--- config.mk ---
export PLATFORM = sky130hd
export DESIGN_NAME = mii_tx_monitor
export DESIGN_NICKNAME = d
export VERILOG_FILES = /design/src/rtl/mtm_pkg.sv /design/src/rtl/mtm_ctrl.sv /design/src/rtl/mtm_datapath.sv /design/src/rtl/mii_tx_monitor.sv
export SDC_FILE = /design/constraint.sdc
export NUM_CORES = 1
export LEC_CHECK = 0
export CORE_UTILIZATION = 60
export DETAILED_ROUTE_END_ITERATION = 10
export PLACE_DENSITY_LB_ADDON = 0.25
export SETUP_SLACK_MARGIN = 0.15
export SLEW_MARGIN = 10
export SYNTH_ARGS = -nofsm -noshare
export SYNTH_HDL_FRONTEND = slang
export SYNTH_SLANG_ARGS = --single-unit
export TNS_END_PERCENT = 50
--- constraint.sdc ---
create_clock -name clk -period 4.8 [get_ports clk]
set_input_delay 0.96 -clock clk [delete_from_list [all_inputs] [get_ports clk]]
set_output_delay 0.96 -clock clk [all_outputs]
set_load 0.01 [all_outputs]
--- src/rtl/mtm_pkg.sv ---
package mtm_pkg;

  localparam logic [31:0] CRC_POLY    = 32'hEDB88320;
  localparam logic [31:0] CRC_INIT    = 32'hFFFFFFFF;
  localparam logic [31:0] CRC_RESIDUE = 32'hDEBB20E3;

  typedef struct packed {
    logic clear;
    logic takeNibble;
    logic gapHit;
    logic preFail;
    logic frameEnd;
    logic errMark;
  } mtmStrobe_t;

  typedef enum logic [1:0] {
    KIND_OTHER = 2'd0,
    KIND_LEN   = 2'd1,
    KIND_IPV4  = 2'd2,
    KIND_ARP   = 2'd3
  } typeKind_e;

  function automatic logic [31:0] crcNibble(input logic [31:0] crcIn,
                                            input logic [3:0] nib);
    logic [31:0] c;
    c = crcIn;
    for (int b = 0; b < 4; b++) begin
      if (c[0] ^ nib[b]) c = (c >> 1) ^ CRC_POLY;
      else               c = c >> 1;
    end
    return c;
  endfunction

endpackage

--- src/rtl/mtm_ctrl.sv ---
module mtm_ctrl
  import mtm_pkg::*;
#(
  parameter int GAP_CYCLES  = 24,
  parameter int PRE_NIBBLES = 15
) (
  input  logic       clk,
  input  logic       rstN,
  input  logic       txEn,
  input  logic       txEr,
  input  logic [3:0] txData,
  output mtmStrobe_t strb
);

  localparam int LOW_W = $clog2(GAP_CYCLES + 1);
  localparam int PRE_W = $clog2(PRE_NIBBLES + 1);
  localparam logic [LOW_W-1:0] LOW_LAST = LOW_W'(GAP_CYCLES - 1);
  localparam logic [PRE_W-1:0] PRE_FULL = PRE_W'(PRE_NIBBLES);

  typedef enum logic [1:0] {S_IDLE, S_PRE, S_BODY, S_SKIP} state_e;

  state_e           state, stateNext;
  logic [LOW_W-1:0] lowCnt, lowCntNext;
  logic [PRE_W-1:0] preCnt, preCntNext, preBase;
  logic             preStep;

  always_comb begin
    stateNext  = state;
    preCntNext = preCnt;
    strb       = '0;
    strb.errMark = txEn && txEr;
    if (state == S_IDLE || txEn) lowCntNext = '0;
    else if (lowCnt == LOW_LAST)  lowCntNext = lowCnt;
    else                          lowCntNext = lowCnt + 1'b1;

    preStep = txEn && (state == S_IDLE || state == S_PRE);
    preBase = (state == S_IDLE) ? '0 : preCnt;
    if (state == S_IDLE && txEn) strb.clear = 1'b1;

    if (preStep) begin
      if (txData == 4'h5 && preBase < PRE_FULL) begin
        preCntNext = preBase + 1'b1;
        stateNext  = S_PRE;
      end else if (txData == 4'hD && preBase == PRE_FULL) begin
        stateNext = S_BODY;
      end else begin
        strb.preFail = 1'b1;
        stateNext    = S_SKIP;
      end
    end

    case (state)
      S_PRE: if (!txEn) begin
        strb.preFail = 1'b1;
        stateNext    = S_SKIP;
      end
      S_BODY: begin
        if (txEn) begin
          strb.takeNibble = 1'b1;
          strb.gapHit     = (lowCnt != '0);
        end else if (lowCnt == LOW_LAST) begin
          strb.frameEnd = 1'b1;
          stateNext     = S_IDLE;
        end
      end
      S_SKIP: if (!txEn && lowCnt == LOW_LAST) begin
        strb.frameEnd = 1'b1;
        stateNext     = S_IDLE;
      end
      default: ;
    endcase
  end

  always_ff @(posedge clk or negedge rstN) begin
    if (!rstN) begin
      state  <= S_IDLE;
      lowCnt <= '0;
      preCnt <= '0;
    end else begin
      state  <= stateNext;
      lowCnt <= lowCntNext;
      preCnt <= preCntNext;
    end
  end

  AST_END_NEEDS_QUIET: assert property (@(posedge clk) disable iff (!rstN)
    strb.frameEnd |-> (!txEn && !$past(txEn)));
  AST_NO_NIBBLE_IN_PREAMBLE: assert property (@(posedge clk) disable iff (!rstN)
    (state == S_PRE || state == S_SKIP) |-> !strb.takeNibble);

endmodule

--- src/rtl/mtm_datapath.sv ---
module mtm_datapath
  import mtm_pkg::*;
#(
  parameter int BYTE_W = 16,
  parameter int CNT_W  = 16
) (
  input  logic              clk,
  input  logic              rstN,
  input  mtmStrobe_t        strb,
  input  logic [3:0]        txData,
  output logic              statValid,
  output logic              statGood,
  output logic              statCrcErr,
  output logic              statGapErr,
  output logic              statPreErr,
  output logic              statAlignErr,
  output logic              statTxErr,
  output logic              statBroadcast,
  output logic [BYTE_W-1:0] statByteCount,
  output logic [15:0]       statTypeLen,
  output logic [1:0]        statKind,
  output logic [CNT_W-1:0]  cntGood,
  output logic [CNT_W-1:0]  cntCrcErr,
  output logic [CNT_W-1:0]  cntGapErr
);

  localparam logic [BYTE_W-1:0] ADDR_END = BYTE_W'(6);
  localparam logic [BYTE_W-1:0] TYPE_HI  = BYTE_W'(12);
  localparam logic [BYTE_W-1:0] TYPE_LO  = BYTE_W'(13);
  localparam logic [15:0]       LEN_MAX  = 16'd1500;

  logic [31:0]       crcReg;
  logic              nibPhase;
  logic [3:0]        loNib;
  logic [BYTE_W-1:0] byteCnt;
  logic              bcastRun, gapF, preF, txErrF;
  logic [15:0]       typeLenReg;
  logic [7:0]        newByte;
  logic              endCrcBad, endAlignBad, endGood;
  typeKind_e         endKind;

  function automatic logic [CNT_W-1:0] satInc(input logic [CNT_W-1:0] v);
    return (v == '1) ? v : v + 1'b1;
  endfunction

  always_comb begin
    newByte     = {txData, loNib};
    endCrcBad   = !preF && (crcReg != CRC_RESIDUE);
    endAlignBad = !preF && nibPhase;
    endGood     = !(endCrcBad || gapF || preF || endAlignBad || txErrF);
    if (typeLenReg <= LEN_MAX)     endKind = KIND_LEN;
    else if (typeLenReg == 16'h0800) endKind = KIND_IPV4;
    else if (typeLenReg == 16'h0806) endKind = KIND_ARP;
    else                             endKind = KIND_OTHER;
  end

  always_ff @(posedge clk or negedge rstN) begin
    if (!rstN) begin
      crcReg        <= CRC_INIT;
      nibPhase      <= 1'b0;
      loNib         <= '0;
      byteCnt       <= '0;
      bcastRun      <= 1'b0;
      typeLenReg    <= '0;
      gapF          <= 1'b0;
      preF          <= 1'b0;
      txErrF        <= 1'b0;
      statValid     <= 1'b0;
      statGood      <= 1'b0;
      statCrcErr    <= 1'b0;
      statGapErr    <= 1'b0;
      statPreErr    <= 1'b0;
      statAlignErr  <= 1'b0;
      statTxErr     <= 1'b0;
      statBroadcast <= 1'b0;
      statByteCount <= '0;
      statTypeLen   <= '0;
      statKind      <= '0;
      cntGood       <= '0;
      cntCrcErr     <= '0;
      cntGapErr     <= '0;
    end else begin
      statValid <= strb.frameEnd;
      if (strb.clear) begin
        crcReg     <= CRC_INIT;
        nibPhase   <= 1'b0;
        byteCnt    <= '0;
        bcastRun   <= 1'b1;
        typeLenReg <= '0;
        gapF       <= 1'b0;
        preF       <= strb.preFail;
        txErrF     <= strb.errMark;
      end else begin
        if (strb.errMark) txErrF <= 1'b1;
        if (strb.gapHit)  gapF   <= 1'b1;
        if (strb.preFail) preF   <= 1'b1;
        if (strb.takeNibble) begin
          crcReg   <= crcNibble(crcReg, txData);
          nibPhase <= ~nibPhase;
          if (!nibPhase) begin
            loNib <= txData;
          end else begin
            if (byteCnt != '1) byteCnt <= byteCnt + 1'b1;
            if (byteCnt < ADDR_END && newByte != 8'hFF) bcastRun <= 1'b0;
            if (byteCnt == TYPE_HI) typeLenReg[15:8] <= newByte;
            if (byteCnt == TYPE_LO) typeLenReg[7:0]  <= newByte;
          end
        end
      end
      if (strb.frameEnd) begin
        statGood      <= endGood;
        statCrcErr    <= endCrcBad;
        statGapErr    <= gapF;
        statPreErr    <= preF;
        statAlignErr  <= endAlignBad;
        statTxErr     <= txErrF;
        statBroadcast <= !preF && bcastRun && (byteCnt >= ADDR_END);
        statByteCount <= byteCnt;
        statTypeLen   <= typeLenReg;
        statKind      <= endKind;
        if (endGood)   cntGood   <= satInc(cntGood);
        if (endCrcBad) cntCrcErr <= satInc(cntCrcErr);
        if (gapF)      cntGapErr <= satInc(cntGapErr);
      end
    end
  end

  AST_CRC_HOLDS_IN_GAP: assert property (@(posedge clk) disable iff (!rstN)
    (!strb.takeNibble && !strb.clear) |=> $stable(crcReg));
  AST_STROBE_ONE_CYCLE: assert property (@(posedge clk) disable iff (!rstN)
    statValid |=> !statValid);
  AST_GOOD_CNT_NO_WRAP: assert property (@(posedge clk) disable iff (!rstN)
    (cntGood != '0) |=> (cntGood != '0));
  AST_GAP_CNT_NO_WRAP: assert property (@(posedge clk) disable iff (!rstN)
    (cntGapErr != '0) |=> (cntGapErr != '0));

endmodule

--- src/rtl/mii_tx_monitor.sv ---
module mii_tx_monitor
  import mtm_pkg::*;
#(
  parameter int GAP_CYCLES  = 24,
  parameter int PRE_NIBBLES = 15,
  parameter int BYTE_W      = 16,
  parameter int CNT_W       = 16
) (
  input  logic              clk,
  input  logic              rstN,
  input  logic              txEn,
  input  logic              txEr,
  input  logic [3:0]        txData,
  output logic              statValid,
  output logic              statGood,
  output logic              statCrcErr,
  output logic              statGapErr,
  output logic              statPreErr,
  output logic              statAlignErr,
  output logic              statTxErr,
  output logic              statBroadcast,
  output logic [BYTE_W-1:0] statByteCount,
  output logic [15:0]       statTypeLen,
  output logic [1:0]        statKind,
  output logic [CNT_W-1:0]  cntGood,
  output logic [CNT_W-1:0]  cntCrcErr,
  output logic [CNT_W-1:0]  cntGapErr
);

  mtmStrobe_t strb;

  mtm_ctrl #(.GAP_CYCLES(GAP_CYCLES), .PRE_NIBBLES(PRE_NIBBLES)) uCtrl (
    .clk(clk), .rstN(rstN), .txEn(txEn), .txEr(txEr), .txData(txData), .strb(strb)
  );

  mtm_datapath #(.BYTE_W(BYTE_W), .CNT_W(CNT_W)) uData (
    .clk(clk), .rstN(rstN), .strb(strb), .txData(txData),
    .statValid(statValid), .statGood(statGood), .statCrcErr(statCrcErr),
    .statGapErr(statGapErr), .statPreErr(statPreErr), .statAlignErr(statAlignErr),
    .statTxErr(statTxErr), .statBroadcast(statBroadcast),
    .statByteCount(statByteCount), .statTypeLen(statTypeLen), .statKind(statKind),
    .cntGood(cntGood), .cntCrcErr(cntCrcErr), .cntGapErr(cntGapErr)
  );

  AST_STATUS_AFTER_LOW: assert property (@(posedge clk) disable iff (!rstN)
    statValid |-> !$past(txEn));
  AST_GOOD_IS_CLEAN: assert property (@(posedge clk) disable iff (!rstN)
    (statValid && statGood) |-> !(statCrcErr || statGapErr || statPreErr ||
                                  statAlignErr || statTxErr));

endmodule

==> results of run 1 <==
## where the power goes
part,internal [mW],switching [mW],total [mW]
Sequential,1.82,0.278,2.09
Combinational,0.493,0.520,1.01
Clock,1.01,0.551,1.57
Total,3.32,1.35,4.67
## metal layers
metal | routed length, µm | vias up
met3 | 646 | 26
met4 | 260 | 0
met1 | 7410 | 2969
li1 | - | 2800
met5 | 0 | -
met2 | 8840 | 172
## state kept, by name (all words and copies together) (netlist names), 2 cells and up
register / count
uData.statTypeLen: 16
uData.crcReg: 32
uData.cntGapErr: 16
uData.cntCrcErr: 16
uData.statKind: 2
uData.statByteCount: 16
uData.loNib: 4
uCtrl.state: 2
uData.typeLenReg: 16
uData.byteCnt: 16
uCtrl.lowCnt: 5
uCtrl.preCnt: 4
uData.cntGood: 16
## synthesized netlist by cell type (4+ instances only)
cell,number,area [µm²]
xnor2_1,50,438
nand3_1,31,155
and4_1,5,43.8
nor4b_1,4,35.0
a21oi_1,8,40.0
buf_2,4,20.0
nor2_1,51,191
dfstp_2,32,841
and2_1,4,25.0
inv_1,10,37.5
nand2b_1,4,25.0
xor2_1,46,403
nor4_1,10,62.6
nor3_1,15,75.1
mux2_2,7,78.8
and3_1,7,43.8
clkbuf_1,20,75.1
ha_1,10,125
nand4_1,23,144
o22a_1,29,254
dfrtp_1,142,3550
o21ai_0,31,155
nand2_1,173,649
## cell type report
cell class              count  area (µm²)
flip-flops and latches    174        4390
multi-input cells         549        3320
fillers                   870        3040
clock inverters            11         210
clock buffers              21         470
well taps                 172         215
repair buffers            102        1020
inverters                  11        41.3
## critical path, delay by kind of cell
kind	cells	cell delay, ps
AND/OR/NAND/NOR	5	1680
buffers and inverters	1	590
XOR/XNOR	1	220
## metrics by stage
| step | hold slack (ps) | std cells | area (µm²) | worst slack [ps] |
|---|---|---|---|---|
| 6_report | 475 | 1040 | 9680 | 1690 |
| 5_1_grt | 488 | 1040 | 9680 | 1500 |
| 4_1_cts | 477 | 1040 | 9680 | 1730 |
| 3_5_place_dp | 462 | 1008 | 9000 | 1310 |
| 3_3_place_gp | 454 | 1008 | 9000 | 1450 |
| 2_1_floorplan | 450 | 761 | 7870 | 2280 |
## final timing paths
check | slack, ps | endpoint | startpoint
max | 1690 | uData.cntGood[12]$_DFFE_PN0P_ | txEn
min | 480 | uData.statAlignErr$_DFFE_PN0N_ | uData.statAlignErr$_DFFE_PN0N_
max reg2reg | 2040 | uData.cntGood[12]$_DFFE_PN0P_ | uCtrl.lowCnt[1]$_DFFE_PN0P_
min reg2reg | 480 | uData.statAlignErr$_DFFE_PN0N_ | uData.statAlignErr$_DFFE_PN0N_
max in group asynchronous | 3240 | uData.crcReg[23]$_DFFE_PN1P_ | rstN
min in group asynchronous | 640 | uData.cntCrcErr[3]$_DFFE_PN0P_ | rstN
## kinds of logic (layout without fill, tap and decap cells)
kind of cell,after synthesis,after routing,synth area share (%)
adder cells (fa/ha/maj),10,10,1.59
multiplexers,10,10,1.38
AND/OR/NAND/NOR,345,345,20.7
buffers and inverters,38,145,1.88
XOR/XNOR,97,97,10.9
AO/OA/AOI/OAI,87,87,7.68
flip-flops,174,174,55.9
==> key figures, run 1 <==
Run status
  • Status: finished clean

Clock tree
  • CTS Root Cell: clkbuf_16
  • Clk_lat worst skew: 430 ps
  • H-tree levels: 4
  • TritonCTS clock tree: yes
  • Num Clock Sinks: between 150 and 200
  • Number of setup buffers added after CTS: 0
  • # hold bufs at CTS: 0
  • Max clock buf depth: 2
  • TritonCTS Buffers: 17
  • Post-cts sizing count: 0
  • Clk slew on worst S/H paths: roughly 60 ps

Setup path
  • Startpoint type of the worst setup path: primary input
  • Crit path largest cell delay: about 590 ps
  • CP Cell Sequence: clkdlybuf4s50_1, nor2b_1, nand2_1, nor2_1, nand4_2, nor4b_1, xor2_1
  • Critical path class: primary input to flop
  • R2R depth: 7
  • Worst setup EP type: flop
  • Crit path DAT: between 3000 and 4000 ps
  • Slowest-stage cell, CP: clkdlybuf4s50_1
  • Critical Path RT: approximately 5100 ps
  • CP max FO: 16

Routing
  • Final WL: approximately 17,000 µm
  • Routed wire per std cell: 16.5 µm
  • Via density per instance: around 5.7
  • Detailed Routing Iterations Pass 1: 5
  • First DRT Iteration DRCs: roughly 550
  • Total vias in the final route: about 6,000
  • Residual DRC: 0
  • Routed Antenna Nets: 0

STA
  • Max Clk Rate: between 0.3 and 0.4 GHz
  • Clk_skew: between 6 and 7 ps
  • Worst Max-Slew Pin Slew: between 1000 and 1500 ps
  • Final Hold Viols: 0
  • RSZ-0062 raised after global routing: false
  • Period utilisation layout: 64.8%
  • Final number of setup-violating endpoints: 0
  • Worst rel slew slack: 33.0%
  • Max-slew violations: 0
  • Clock period minus worst slack: approximately 3100 ps
  • Final TNS setup: 0 ps

Synth
  • Count of warnings emitted by yosys: 0
  • Post-synth top flop: dfrtp_1
  • Post-synth EDFFs: 0
  • Synth Instances: between 700 and 800
  • Fraction of registers with async set/reset: 100%
  • Synthesized Nets: around 780
  • Cell variety after synth: 52
  • Synth Cell Area: between 7000 and 8000 µm²
  • #FFs+latches synth: about 170
  • Syn avg cell area: between 10 and 15 µm²
  • Seq/Total Area, Yosys: between 50% and 60%

Floorplanning
  • Initial core utilization: 61.8%
  • Row count: 41
  • Die X: roughly 120 µm
  • Die area: about 14,000 µm²
  • Die height: ~120 µm
  • Core Box Area: roughly 13,000 µm²
  • Boundary Pins: slightly below 100

Layout
  • Most common cell after layout, fill and taps aside: nand2_1
  • P&R area growth vs syn: 23.0%
  • Nets@finish: 873
  • N_diodes: 0
  • Most frequent cells in the layout: 173 x nand2_1, 142 x dfrtp_1, 96 x clkdlybuf4s50_1
  • Post-layout util: around three quarters
  • Share of cells above drive strength 1: about a tenth

Global route
  • Largest net degree at the start of global routing: roughly 110
  • Top Usage Layer GRT: met2
  • Met3 Usage GRT: 5.40%
  • Number of global-route vias before repair: around 6,000
  • First-pass GRT wire length: between 20,000 and 30,000 µm
  • GRT Overall Usage: 27.4%
  • GRT met1 Usage: around a third
  • Initial antenna violation count: 0
  • Remaining Overflow, GRT: 0
  • Met2 usage: a little under half

Hold path
  • HP Class: flop to flop
  • Hold path depth: 2

Flow run
  • Maxcap violations: 0

Power and ir drop
  • Total power: 4.67 mW
  • Worst vdd ir: roughly 0.00044 V
  • Static Leak: ~4.4 nW
  • Pwr per Cell Area: around 480 nW/µm²

Place
  • Number of buffers added on ports: between 90 and 100
  • GP Congestion: between 0.8 and 0.9
  • DP HPWL: between 10,000 and 15,000 µm
No activity file was read; power rests on OpenSTA's default activity.
==> run 2, diff against run 1 <==
--- a/config.mk
+++ b/config.mk
@@ -5,7 +5,7 @@
 export SDC_FILE = /design/constraint.sdc
 export NUM_CORES = 1
 export LEC_CHECK = 0
-export CORE_UTILIZATION = 60
+export CORE_UTILIZATION = 56
 export DETAILED_ROUTE_END_ITERATION = 10
 export PLACE_DENSITY_LB_ADDON = 0.25
 export SETUP_SLACK_MARGIN = 0.15
==> constraint.sdc (replaced) <==
create_clock -name clk -period 2.9 [get_ports clk]
set_input_delay 0.58 -clock clk [delete_from_list [all_inputs] [get_ports clk]]
set_output_delay 0.58 -clock clk [all_outputs]
set_load 0.01 [all_outputs]
==> run 2 against run 1 <==
Compared with the run above: critical path depth unchanged; power up 66%; critical path type is now flop to flop; largest cell class unchanged; routed wire length down 0.52%; first-iteration DRC count down 26%; cell count up 2.1%; global-route usage down 2.3 points; clock-buffer cell count down 2.
==> key figures, run 2 (synthesized netlist as in run 1, its figures left out) <==
Run status
  • Status: finished clean

Clock tree
  • TritonCTS clock tree: yes
  • # hold bufs at CTS: 0 (unchanged)
  • TritonCTS Buffers: 17 (unchanged)
  • Number of setup buffers added after CTS: 0 (unchanged)
  • Max clock buf depth: 2 (unchanged)
  • H-tree levels: 4 (unchanged)
  • Post-cts sizing count: 0 (unchanged)
  • Clk slew on worst S/H paths: 60 ps (about the same)
  • CTS Root Cell: clkbuf_16
  • Num Clock Sinks: 174 (unchanged)
  • Clk_lat worst skew: 430 ps (about the same)

STA
  • Hold_ws: 81.4 ps (-394 ps)
  • Worst rel slew slack: 38.2% (+5.1 points)
  • Clk_skew: 7.38 ps (+0.651 ps)
  • RSZ-0062 raised after global routing: false
  • Worst Max-Slew Pin Slew: 928 ps (-77.1 ps)
  • Max Clk Rate: 0.380 GHz
  • Final number of setup-violating endpoints: 0 (unchanged)
  • Clock period minus worst slack: around 2600 ps
  • Final Hold Viols: 0 (unchanged)
  • Max-slew violations: 0 (unchanged)
  • Final TNS setup: 0 ps (unchanged)
  • Period utilisation layout: 90.7%

Flow run
  • Maxcap violations: 0 (unchanged)

Floorplanning
  • Core Box Area: 13,500 µm² (+5.7%)
  • Die X: 121 µm (+3.5%)
  • Initial core utilization: 58.5% (-3.4 points)
  • Die height: 121 µm (+3.5%)
  • Row count: 42 (+2.4%)
  • Die area: 14,500 µm² (+7.0%)
  • Boundary Pins: 98 (unchanged)

Layout
  • Most flops, register: uData.crcReg
  • Most frequent cells in the layout: 173 x nand2_1, 142 x dfrtp_1, 96 x clkdlybuf4s50_1
  • Nets@finish: 891 (+2.1%)
  • Max FFs per register: 32 (unchanged)
  • N_diodes: 0 (unchanged)
  • Share of cells above drive strength 1: 11.9% (+2.1 points)
  • Most common cell after layout, fill and taps aside: nand2_1
  • P&R area growth vs syn: 24.6%

Routing
  • Routed Antenna Nets: 0 (unchanged)
  • First DRT Iteration DRCs: 410 (-26%)
  • Residual DRC: 0 (unchanged)
  • Final WL: 17,100 µm (-0.52%)
  • Routed wire per std cell: 16.1 µm (-2.6%)
  • Detailed Routing Iterations Pass 1: 6 (+1)
  • Total vias in the final route: 5,922 (-0.75%)
  • Via density per instance: 5.58 (-2.8%)

Global route
  • Initial antenna violation count: 0 (unchanged)
  • Largest net degree at the start of global routing: 56 (-49%)
  • First-pass GRT wire length: 28,600 µm (+0.55%)
  • Number of global-route vias before repair: 5,971 (+2.4%)
  • Remaining Overflow, GRT: 0 (unchanged)
  • GRT Overall Usage: 25.1% (-2.3 points)

Setup path
  • Worst setup EP type: flop
  • Slowest-stage cell, CP: nor4b_1
  • Critical Path RT: 3250 ps (-1890 ps)
  • CP Cell Sequence: ha_1, and4b_1, nand2_1, nor2_1, nand4_2, nor4b_1, xor2_1
  • Crit path largest cell delay: 470 ps (-120 ps)
  • CP max FO: 16 (unchanged)
  • Startpoint type of the worst setup path: flop
  • Critical path class: flop to flop
  • Crit path DAT: 2980 ps (-470 ps)

Hold path
  • HP Class: primary input to asynchronous set/reset pin

Place
  • GP Congestion: 0.848 (+0.46%)
  • Number of buffers added on ports: 97 (unchanged)
  • DP HPWL: 11,900 µm (+4.8%)

Power and ir drop
  • Pwr per Cell Area: 792 nW/µm² (+64%)
  • Worst vdd ir: 0.000617 V (+41%)
  • Static Leak: 4.45 nW (+1.7%)
==> run 2: cell types whose count changed in the layout (fill, tap and decap cells not counted), sizes merged <==
| cell | delta |
|---|---|
| clkinvlp | +2 |
| bufinv | -1 |
| clkbuf | -2 |
| clkinv | +1 |
| buf | +18 |
==> run 2: through the flow <==
stage	setup slack [ps]	utilization (%)	instances	instance area (µm²)	power [mW]
after floorplan	759	-	761	7870	4.69
after global placement	301	67.9	1030	9140	5.13
after detailed placement	169	67.9	1030	9140	5.24
after CTS	284	72.9	1062	9800	7.79
after global routing	166	72.9	1062	9800	8.12
final	270	72.9	1062	9800	7.76
==> run 2: path summary, 6_finish.rpt <==
path	startpoint	endpoint	cells after the start	slack, ps
setup / recovery	uCtrl.lowCnt[1]$_DFFE_PN0P_	uData.cntGood[12]$_DFFE_PN0P_	7	270
hold / removal	rstN	uData.cntCrcErr[2]$_DFFE_PN0P_	1	80
setup reg to reg	uCtrl.lowCnt[1]$_DFFE_PN0P_	uData.cntGood[12]$_DFFE_PN0P_	7	270
hold reg to reg	uData.statByteCount[13]$_DFFE_PN0N_	uData.statByteCount[13]$_DFFE_PN0N_	2	470
max in group asynchronous	rstN	uData.statByteCount[10]$_DFFE_PN0N_	2	2120
min in group clk	uData.statByteCount[13]$_DFFE_PN0N_	uData.statByteCount[13]$_DFFE_PN0N_	2	470
==> run 2: report_power, final <==
group | internal, mW | total [mW] | switching (mW)
logic | 0.879 | 1.78 | 0.902
clock network | 1.58 | 2.53 | 0.950
registers | 3.00 | 3.46 | 0.451
==> run 2: critical path: cells and delay by family (launching register included) <==
kind          cells  cell delay (ps)
simple gates      5             1670
xor+xnor          1              210
fa+ha+maj         1              260
flops             1              410
==> run 2: layout make-up <==
| type | count | area, µm² |
|---|---|---|
| clock inverters | 13 | 213 |
| clock buffers | 19 | 453 |
| fillers | 944 | 3650 |
| inverters | 11 | 41.3 |
| well taps | 176 | 220 |
| repair buffers | 120 | 1160 |
| flip-flops and latches | 174 | 4390 |
| multi-input cells | 549 | 3320 |
==> run 2: per-layer routing <==
layer	share of wire [%]	global-route usage [%]	wire length, µm
met1	44	32.7	7470
met2	51	41.9	8630
met3	3.4	4.34	578
met4	2.3	10.0	387
met5	0	0	0
